## config.mk

```make
export PLATFORM = sky130hd
export DESIGN_NAME = stack_exec_unit
export DESIGN_NICKNAME = d
export VERILOG_FILES = /design/src/rtl/stk_pkg.sv /design/src/rtl/stk_alu.sv /design/src/rtl/stk_store.sv /design/src/rtl/stk_ctrl.sv /design/src/rtl/stack_exec_unit.sv
export SDC_FILE = /design/constraint.sdc
export NUM_CORES = 1
export LEC_CHECK = 0
export BUFFER_PORTS_ARGS = -buffer_cell sky130_fd_sc_hd__clkbuf_2
export CAP_MARGIN = 20
export CORE_MARGIN = 5
export CORE_UTILIZATION = 34
export CTS_BUF_LIST = sky130_fd_sc_hd__clkbuf_4
export DETAILED_ROUTE_END_ITERATION = 12
export GPL_TIMING_DRIVEN = 0
export PLACE_DENSITY = 0.55
export REMOVE_ABC_BUFFERS = 1
export SYNTH_ARGS = -nofsm -noshare
export SYNTH_HDL_FRONTEND = slang
export SYNTH_HIERARCHICAL = 1
export SYNTH_SLANG_ARGS = --single-unit
```

## constraint.sdc

```tcl
create_clock -name clk -period 10 [get_ports clk]
set_input_delay 0.5 -clock clk [delete_from_list [all_inputs] [get_ports clk]]
set_output_delay 0.5 -clock clk [all_outputs]
set_load 0.05 [all_outputs]
```

## src/rtl/stk_pkg.sv

```systemverilog
package stk_pkg;

    typedef enum logic [1:0] {
        OP_LOAD  = 2'b00,
        OP_STORE = 2'b01,
        OP_ADD   = 2'b10,
        OP_MUL   = 2'b11
    } stk_op_e;

    typedef enum logic {
        ST_IDLE,
        ST_LOAD
    } stk_state_e;

    typedef struct packed {
        logic push;    // write returned read data on top
        logic pop;     // drop top entry
        logic fold;    // replace top two with ALU result
        logic rd;      // memory read strobe
        logic wr;      // memory write strobe
        logic ovf_set;
        logic unf_set;
    } stk_ctl_t;

    function automatic logic is_arith(stk_op_e op);
        return (op == OP_ADD) || (op == OP_MUL);
    endfunction

endpackage

```

## src/rtl/stk_alu.sv

```systemverilog
module stk_alu
    import stk_pkg::*;
#(
    parameter int DATA_W = 16
) (
    input  stk_op_e            op,
    input  logic [DATA_W-1:0]  lhs,
    input  logic [DATA_W-1:0]  rhs,
    output logic [DATA_W-1:0]  res
);
    logic [DATA_W-1:0] sum_w;
    logic [DATA_W-1:0] prod_w;

    assign sum_w  = lhs + rhs;
    assign prod_w = lhs * rhs;   // low half kept by context width

    always_comb begin
        res = sum_w;
        if (op == OP_MUL) res = prod_w;
    end
endmodule

```

## src/rtl/stk_store.sv

```systemverilog
module stk_store #(
    parameter int DATA_W = 16,
    parameter int DEPTH  = 8,
    localparam int CNT_W = $clog2(DEPTH + 1)
) (
    input  logic              clk,
    input  logic              rst,
    input  logic              push_en,
    input  logic [DATA_W-1:0] push_data,
    input  logic              pop_en,
    input  logic              fold_en,
    input  logic [DATA_W-1:0] fold_data,
    output logic [DATA_W-1:0] top,
    output logic [DATA_W-1:0] below,
    output logic              full,
    output logic              has_one,
    output logic              has_two
);
    logic [CNT_W-1:0]  depth_q;
    logic [DATA_W-1:0] slot_q [DEPTH];

    for (genvar i = 0; i < DEPTH; i++) begin : g_slot
        always_ff @(posedge clk) begin
            if (rst) begin
                slot_q[i] <= '0;
            end else if (push_en && depth_q == CNT_W'(i)) begin
                slot_q[i] <= push_data;
            end else if (fold_en && depth_q == CNT_W'(i + 2)) begin
                slot_q[i] <= fold_data;
            end
        end
    end

    always_ff @(posedge clk) begin
        if (rst) begin
            depth_q <= '0;
        end else if (push_en) begin
            depth_q <= depth_q + 1'b1;
        end else if (pop_en || fold_en) begin
            depth_q <= depth_q - 1'b1;
        end
    end

    always_comb begin
        top   = '0;
        below = '0;
        for (int i = 0; i < DEPTH; i++) begin
            if (depth_q == CNT_W'(i + 1)) top   = slot_q[i];
            if (depth_q == CNT_W'(i + 2)) below = slot_q[i];
        end
    end

    assign full    = (depth_q == CNT_W'(DEPTH));
    assign has_one = (depth_q != '0);
    assign has_two = (depth_q > CNT_W'(1));
endmodule

```

## src/rtl/stk_ctrl.sv

```systemverilog
module stk_ctrl
    import stk_pkg::*;
(
    input  logic     clk,
    input  logic     rst,
    input  logic     instr_valid,
    input  stk_op_e  op,
    input  logic     full,
    input  logic     has_one,
    input  logic     has_two,
    output logic     instr_ready,
    output logic     busy,
    output stk_ctl_t ctl,
    output logic     ovf_flag,
    output logic     unf_flag
);
    stk_state_e state_q, state_d;
    logic       take;

    assign instr_ready = (state_q == ST_IDLE);
    assign busy        = (state_q == ST_LOAD);
    assign take        = instr_valid && instr_ready;

    always_comb begin
        ctl     = '0;
        state_d = state_q;
        if (state_q == ST_LOAD) begin
            ctl.push = 1'b1;
            state_d  = ST_IDLE;
        end else if (take) begin
            unique case (op)
                OP_LOAD: begin
                    if (full) begin
                        ctl.ovf_set = 1'b1;
                    end else begin
                        ctl.rd  = 1'b1;
                        state_d = ST_LOAD;
                    end
                end
                OP_STORE: begin
                    if (!has_one) begin
                        ctl.unf_set = 1'b1;
                    end else begin
                        ctl.wr  = 1'b1;
                        ctl.pop = 1'b1;
                    end
                end
                default: begin
                    if (is_arith(op) && has_two) ctl.fold    = 1'b1;
                    else                         ctl.unf_set = 1'b1;
                end
            endcase
        end
    end

    always_ff @(posedge clk) begin
        if (rst) begin
            state_q  <= ST_IDLE;
            ovf_flag <= 1'b0;
            unf_flag <= 1'b0;
        end else begin
            state_q <= state_d;
            if (ctl.ovf_set) ovf_flag <= 1'b1;
            if (ctl.unf_set) unf_flag <= 1'b1;
        end
    end
endmodule

```

## src/rtl/stack_exec_unit.sv

```systemverilog
module stack_exec_unit
    import stk_pkg::*;
#(
    parameter int DATA_W = 16,
    parameter int ADDR_W = 8,
    parameter int DEPTH  = 8
) (
    input  logic              clk,
    input  logic              rst,
    input  logic              instr_valid,
    output logic              instr_ready,
    input  logic [1:0]        instr_op,
    input  logic [ADDR_W-1:0] instr_addr,
    output logic [ADDR_W-1:0] mem_addr,
    output logic              mem_rd_en,
    output logic              mem_wr_en,
    output logic [DATA_W-1:0] mem_wdata,
    input  logic [DATA_W-1:0] mem_rdata,
    output logic              busy,
    output logic              overflow_flag,
    output logic              underflow_flag
);
    stk_op_e           op;
    stk_ctl_t          ctl;
    logic              full, has_one, has_two;
    logic [DATA_W-1:0] top, below, alu_res;

    assign op = stk_op_e'(instr_op);

    stk_ctrl u_ctrl (
        .clk         (clk),
        .rst         (rst),
        .instr_valid (instr_valid),
        .op          (op),
        .full        (full),
        .has_one     (has_one),
        .has_two     (has_two),
        .instr_ready (instr_ready),
        .busy        (busy),
        .ctl         (ctl),
        .ovf_flag    (overflow_flag),
        .unf_flag    (underflow_flag)
    );

    stk_alu #(.DATA_W(DATA_W)) u_alu (
        .op  (op),
        .lhs (below),
        .rhs (top),
        .res (alu_res)
    );

    stk_store #(.DATA_W(DATA_W), .DEPTH(DEPTH)) u_store (
        .clk       (clk),
        .rst       (rst),
        .push_en   (ctl.push),
        .push_data (mem_rdata),
        .pop_en    (ctl.pop),
        .fold_en   (ctl.fold),
        .fold_data (alu_res),
        .top       (top),
        .below     (below),
        .full      (full),
        .has_one   (has_one),
        .has_two   (has_two)
    );

    assign mem_addr  = instr_addr;
    assign mem_rd_en = ctl.rd;
    assign mem_wr_en = ctl.wr;
    assign mem_wdata = top;
endmodule

```

======== Yosys cells after proc, flatten, opt, wreduce, memory -nomap -nowiden ========
Memory sizes are Yosys's and may differ from the RTL's.
Index checks and enable logic that the tools add are counted.
storage, ports and cells
  memories kept ........................... 1
  logic and storage cells ................. 173
  output and inout port bits .............. 30
  flip-flop bits (word level) ............. 7
  memory bits (writable) .................. 128
memories
  memory          depth  width  rd ports  clocked after memory_dff  write ports  line             RTL
  u_store.slot_q  8      16     8         0                         8            stk_store.sv:20  logic [DATA_W-1:0] slot_q [DEPTH];
cells by class
  multipliers ............................. 1
  equal/unequal tests ..................... 12
  reduce and logical (&&, ||, !) cells .... 26
  $add $sub $neg .......................... 3
  bitwise gates (word level) .............. 18
  mux-type cells .......................... 107
  $lt $le $gt $ge ......................... 1
operators by type and width
  cell                 number
  $mux 16              33
  $mux 1               69
  $logic_and 1x1->1    18
  $add 16x16->16       1
  $eq 4x3->1 const B   4
  $mul 16x16->16       1
  $or 1x1->1           16
  $mux 6               2
  $eq 4x2->1 const B   2
  $eq 4x4->1 const B   2
  $mux 4               2
  $add 4x1->4 const B  1
  $eq 2x2->1 const B   2
  $eq 4x1->1 const B   1
  $gt 4x1->1 const B   1
  $logic_not 4->1      1
  $reduce_bool 4->1    1
  $sub 4x1->4 const B  1
  $reduce_or 3->1      1
  $eq 2x1->1 const B   1
  $logic_not 2->1      1
  $logic_or 1x1->1     2
  $not 1->1            2
  $pmux 1 s2           1
  other kinds (2)      2

======== Depth between registers and ports, before layout ========
Gate-level depths: netlist of the first run.
  word-level depth ........................ 13
  gate-level depth with buffers ........... 32

======== Modules after synthesis ========
The synthesis of the first run kept the hierarchy.
modules (own cells, without submodules)
  module           sequential area each (um2)  area each (um2)  cells an instance  instances
  stk_store        3923.8                      8300.5           820                1
  stk_alu          0.0                         4837.1           588                1
  stk_ctrl         60.1                        182.7            22                 1
  stack_exec_unit  0.0                         60.1             8                  1

======== Least setup slack after synthesis of the first run ========
No wires, ideal clock.
  kind .................................... register -> register
  start ................................... register u_store.depth_q[1]
  end ..................................... memory u_store.slot_q[4][15], in the netlist u_store/slot_q[1][15] (data pin)
  stages on the path, launching flop included .. 30
  data required time ...................... 9.744 ns
  path buffers ............................ 5
  path slack .............................. 2.849 ns
  arrival time ............................ 6.895 ns
  period minus slack after synthesis ...... 7.151 ns
  cell sequence ........................... dfxtp_1 > inv_1 > ha_1 > buf_2 > or2_1 > buf_2 > buf_6 > a221oi_1 > o22ai_1 > a22o_1 > clkbuf_1 > and2_1 > fa_1 > inv_1 > fa_1 > fa_1 > fa_1 > inv_1 > fa_1 > inv_1 > fa_1 > inv_1 > ha_1 > a21o_1 > a21oi_1 > a311o_1 > xnor2_1 > mux2i_1 > buf_1 > a22o_1
RTL lines
  what                      line             RTL
  start: declaration        stk_store.sv:19  logic [CNT_W-1:0] depth_q;
  start signal: assignment  stk_store.sv:38  depth_q <= depth_q + 1'b1;
  start signal: assignment  stk_store.sv:40  depth_q <= depth_q - 1'b1;
  end: declaration          stk_store.sv:20

==> reports/metrics.cfg, run 1 <==
[power]
switching_share_pct = 57.1
intPower_w = 0.00201
p_seq_share_pct = 14.8
vdd_ir_drop_max_uv = 133
p_leak_nw = 5.72
power_per_cell_area_nw_per_um2 = 326
clockPowerShare_pct = 9.1
pwr-share-comb_pct = 76.1
p_switching_w = 0.00268

[global_route]
gr-usage-all-layers_pct = 20.1
grt_pass1_wl_um = 67600
grt_max_degree = 54
antenna_found_initial = 3
overflow = 0
grt_pass1_vias = 11024

[final_layout]
area_growth_pct = 7.50
drive_gt1_share_pct = 9.78
fin_nets = 1569
instances_no_fill = 1920

[timing]
clock-skew-final_ns = 0.0208
fin_crit_sh_pct = 96.4
holdWs_ns = 0.338
slew_headroom_pct = 23.6
final-hold-violation-count = 0
rsz0062_at_grt = false
slew_violations = 0
clock.fmax_mhz = 104
fin_tns_setup_ns = 0
fin_crit_ns = 9.64
setup_viol = 0
worst_pin_slew_ns = 1.14

[min_path]
hp-start = instr_valid
whs_path_depth = 4
hold_path_class = input pin to flop
hold_end = u_ctrl/busy

[placed_design]
hpwlAfterDp_um = 29900
routabilityCongestion = 0.834
io_buffers = 42
placedCellCount = 1881

[floorplan]
coreArea_um2 = 38800
row_count = 72
initial_core_util_pct = 34.4
dieHeight_um = 208
fp.dieW_um = 208
ios = 59
dieArea_um2 = 43400

[clock_network]
clk_pin_slew_worst_paths_ns = 0.12
clock_path_buffers = 2
cts_sinks = 135
cts_tree = built
htreeDepth = 4
root_buffer = clkbuf_4
cts-resized-gates = 0
cts_buffers = 17
clk_latency_ns = 0.56
postCtsHoldBufs = 0
post-cts-setup-buffers = 0

[critical_path]
rr_worst_depth = 23
critical_path_class = flop to flop
rr_startpoint = u_store/depth_q[0]
arrival_ns = 10.06
slowest_delay_ns = 0.82
critPathBufInv = 5
crit_fanout = 38
reg2reg_setup_slack_ns = 0.36
startpoint_type = flop
reg2reg_to = u_store/slot_q[1][15]
endpoint_kind = flop
crit_family = adder cells
cp.required_ns = 10.42
crit_slowest_cell = ha_2
crit_top_cell = fa_1
cp_cell_sequence = inv_1 > ha_2 > nand3b_2 > inv_2 > a22o_1 > ha_1 > inv_1 > fa_1 > fa_1 > inv_1 > fa_1 > fa_1 > inv_1 > fa_1 > fa_1 > xor2_1 > xnor2_1 > xnor2_1 > xnor2_1 > xnor3_1 > xnor2_1 > mux2i_1 > a22o_1

[logic_synthesis]
syn-cell-area_um2 = 13400
syn_inst = 1437
syn_avg_cell_area_um2 = 9.31
yosysWarningCount = 6

[detailed_routing]
drt_first_pass_iters = 6
via_per_inst = 5.82
ant_nets = 0
routed-via-count = 11180
drc = 0
wire_per_inst_um = 23.4
wl_um = 45000
dr.first_iter.drc_count = 1226

[job]
timing.max_cap.violations = 0

[outcome]
status = finished, final reports clean

-- metrics by stage --
| stage | setup WS, ns | total power [W] | utilization (%) | instance area [µm²] |
|---|---|---|---|---|
| 2_1_floorplan | 1.52 | 0.00292 | - | 12700 |
| 3_3_place_gp | -2.34 | 0.00401 | 35.0 | 13600 |
| 3_5_place_dp | 0.272 | 0.00417 | 36.0 | 14000 |
| 4_1_cts | 0.206 | 0.00461 | 36.8 | 14300 |
| 5_1_grt | 0.0344 | 0.00502 | 37.0 | 14400 |
| 6_report | 0.358 | 0.00469 | 37.0 | 14400 |
-- how the worst max path moves through the flow --
| stage | startpoint | end | slack [ns] | cells past startpoint |
|---|---|---|---|---|
| 6_report | u_store/depth_q[0] | u_store/slot_q[1][15] | 0.36 | 23 |
| 5_1_grt | u_store/depth_q[0] | u_store/slot_q[1][15] | 0.03 | 23 |
| 4_1_cts | u_store/depth_q[3] | u_store/slot_q[1][15] | 0.21 | 22 |
| 3_5_place_dp | u_store/depth_q[3] | u_store/slot_q[1][15] | 0.27 | 22 |
| 3_3_place_gp | u_store/depth_q[0] | u_store/slot_q[1][11] | -2.34 | 24 |
| 2_1_floorplan | u_store/depth_q[0] | u_store/slot_q[1][15] | 1.52 | 24 |
-- power by group through the flow --
stage	Sequential, W	Combinational [W]	Clock [W]
after floorplan	0.000708	0.00221	0
after global placement	0.000730	0.00328	0
after detailed placement	0.000718	0.00345	0
after CTS	0.000705	0.00347	0.000435
after global routing	0.000700	0.00386	0.000459
final	0.000696	0.00357	0.000428
-- routing by layer --
layer	vias to the layer above	GRT usage [%]	wire length (µm)
li1	5034	-	-
met1	5498	27.9	19200
met2	542	32.7	20900
met3	102	2.65	3440
met4	4	6.50	1460
met5	-	0	33
-- cells in the final DEF, fill, tap and decap left out, types with 10 or more instances in the layout --
master and n:
a22o_1 144, edfxtp_1 128, inv_1 118, a21oi_1 103
nand2_1 102, fa_1 80, o21ai_0 76, ha_1 68
and2_1 67, nor2_1 63, clkbuf_2 42, xnor2_1 37
nand2b_1 37, o22ai_1 33, a221oi_1 33, nor2b_1 22
o21a_1 21, clkbuf_4 17, a2bb2oi_1 16, xor2_1 15
o21ai_1 12, a21o_1 11, nor3_1 10
-- sequential cells by signal, summed over array words and instances, names as in the netlist --
signal	flops
u_ctrl/busy	1
u_store/slot_q	128
u_store/depth_q	4
u_ctrl/unf_flag	1
u_ctrl/ovf_flag	1
-- tightest hold or removal path, stage by stage --
cell      delay [ns]
clkbuf_2        0.11
nand2b_4        0.08
or3_1           0.12
nor3_1          0.04
-- area by class of cell --
| class | count | area (µm²) |
|---|---|---|
| clock buffer | 17 | 128 |
| sequential | 135 | 3980 |
| multi-input combinational | 1046 | 8370 |
| antenna | 1 | 2.50 |
| clock inverter | 14 | 208 |
| tap | 518 | 648 |
| inverter | 119 | 447 |
| fill | 3915 | 24400 |
| timing repair buffer | 70 | 592 |
Note: power is estimated with default switching activity, not from simulation.
==> inputs of run 2 (changes only) <==
CORE_UTILIZATION = 55   (was 34)
PLACE_DENSITY = 0.78   (was 0.55)
==> reports/metrics.cfg, run 2 (synthesis gave the netlist of run 1 again) <==
[floorplan]
fp.dieW_um = 166
coreArea_um2 = 24100
row_count = 57
dieArea_um2 = 27500
dieHeight_um = 166
initial_core_util_pct = 55.5
ios = 59

[detailed_routing]
drt_first_pass_iters = 8
wl_um = 41400
dr.first_iter.drc_count = 1699
wire_per_inst_um = 24.0
via_per_inst = 6.83
ant_nets = 0
routed-via-count = 11783
drc = 0

[placed_design]
io_buffers = 42
routabilityCongestion = 0.892
dp_slack_ns = 0.460
hpwlAfterDp_um = 27300

[clock_network]
cts_tree = built
root_buffer = clkbuf_4
clock_path_buffers = 2
clk_pin_slew_worst_paths_ns = 0.12
post-cts-setup-buffers = 0
cts_sinks = 135
cts-resized-gates = 0
htreeDepth = 4
clk_latency_ns = 0.56
postCtsHoldBufs = 0
cts_buffers = 17

[critical_path]
cp.required_ns = 10.41
arrival_ns = 10.02
crit_slowest_cell = inv_2
crit_fanout = 35
startpoint_type = flop
slowest_delay_ns = 0.77
rr_startpoint = u_store/depth_q[0]
critical_path_class = flop to flop
reg2reg_to = u_store/slot_q[1][15]
endpoint_kind = flop
crit_top_cell = fa_1
reg2reg_setup_slack_ns = 0.39
rr_worst_depth = 26

[power]
vdd_ir_drop_max_uv = 192
clockPowerShare_pct = 9.8
p_leak_nw = 5.71
p_seq_share_pct = 15.1
power_per_cell_area_nw_per_um2 = 327
total_power_w = 0.00461
p_switching_w = 0.00262
pwr-share-comb_pct = 75.1
intPower_w = 0.00199
switching_share_pct = 56.8

[timing]
clock.fmax_mhz = 104
fin_crit_ns = 9.61
final-hold-violation-count = 0
fin_crit_sh_pct = 96.1
clock-skew-final_ns = 0.0188
worst_pin_slew_ns = 1.14
holdWs_ns = 0.340
slew_headroom_pct = 23.6
worst_slack_ns = 0.388
rsz0062_at_grt = false
slew_violations = 0
setup_viol = 0

[final_layout]
post-route-util_pct = 58.6
area_growth_pct = 5.60
regArea_um2 = 3980
drive_gt1_share_pct = 9.29
final_cell_mix = a22o_1, edfxtp_1, inv_1
top_register = u_store/slot_q
largest_reg_flops = 128
fill_cells = 2071
reg_top3 = u_store/slot_q (128), u_store/depth_q (4)
multi_input_area_um2 = 8340
fin_nets = 1566
final_common_cell = a22o_1

[global_route]
grt_pass1_wl_um = 63800
grt_max_degree = 87
grt_pass1_vias = 11572
antenna_found_initial = 1
gr-usage-all-layers_pct = 29.2
overflow = 0

[min_path]
hold_end = u_store/slot_q[1][3]
hp-start = mem_rdata[3]
hold_path_class = input pin to flop
whs_path_depth = 2

[outcome]
status = finished, final reports clean

[job]
timing.max_cap.violations = 0

## run 2: final cells by class
class | instances | area share, %
Antenna cell | 2 | 0.0354
Clock inverter | 14 | 1.63
Sequential cell | 135 | 28.2
Inverter | 119 | 3.16
Clock buffer | 18 | 0.957
Tap cell | 324 | 2.87
Multi-Input combinational cell | 1046 | 59.1
Timing Repair Buffer | 67 | 4.07
## run 2: per-stage QoR
stage               TNS, ns  cells  cell area, µm²
floorplan                 0   1300           12700
global placement     -94.91   1666           13300
detailed placement        0   1685           13700
CTS                       0   1717           14000
global route              0   1724           14100
finish                    0   1725           14100
## run 2: power groups by stage
stage	registers (W)	clock network, W	logic (W)
2_1_floorplan	0.000708	0	0.00221
3_3_place_gp	0.000726	0	0.00312
3_5_place_dp	0.000720	0	0.00328
4_1_cts	0.000707	0.000457	0.00330
5_1_grt	0.000699	0.000481	0.00371
6_report	0.000694	0.000454	0.00346
## run 2: worst max path at each step
stage / startpoint / to / slack (ns) / cells after the start
floorplan: u_store/depth_q[0] / u_store/slot_q[1][15] / 1.52 / 24
global placement: u_store/depth_q[0] / u_store/slot_q[1][11] / -1.67 / 24
detailed placement: u_store/depth_q[1] / u_store/slot_q[1][14] / 0.46 / 25
CTS: u_store/depth_q[1] / u_store/slot_q[1][14] / 0.41 / 25
global route: u_store/depth_q[0] / u_store/slot_q[1][15] / 0.26 / 26
finish: u_store/depth_q[0] / u_store/slot_q[1][15] / 0.39 / 26
## run 2: worst max-delay path, delay by kind of cell (launching register included)
family	cells	cell delay (ns)
AOI/OAI and AO/OA	4	1.22
xor gates and xnor gates	6	1.24
adders and majority gates	8	3.90
buffers and inverters	6	1.49
DFF	1	0.38
muxes	1	0.74
and+or+nand+nor	1	0.45
## run 2: layer usage
metal	up-vias	GRT usage [%]	share of wire, %	routed length (µm)
met4	0	13.4	4.8	1980
met2	940	47.6	46	19200
li1	5027	-	-	-
met3	204	5.67	12	5140
met5	-	0	0	0
met1	5612	37.9	37	15200
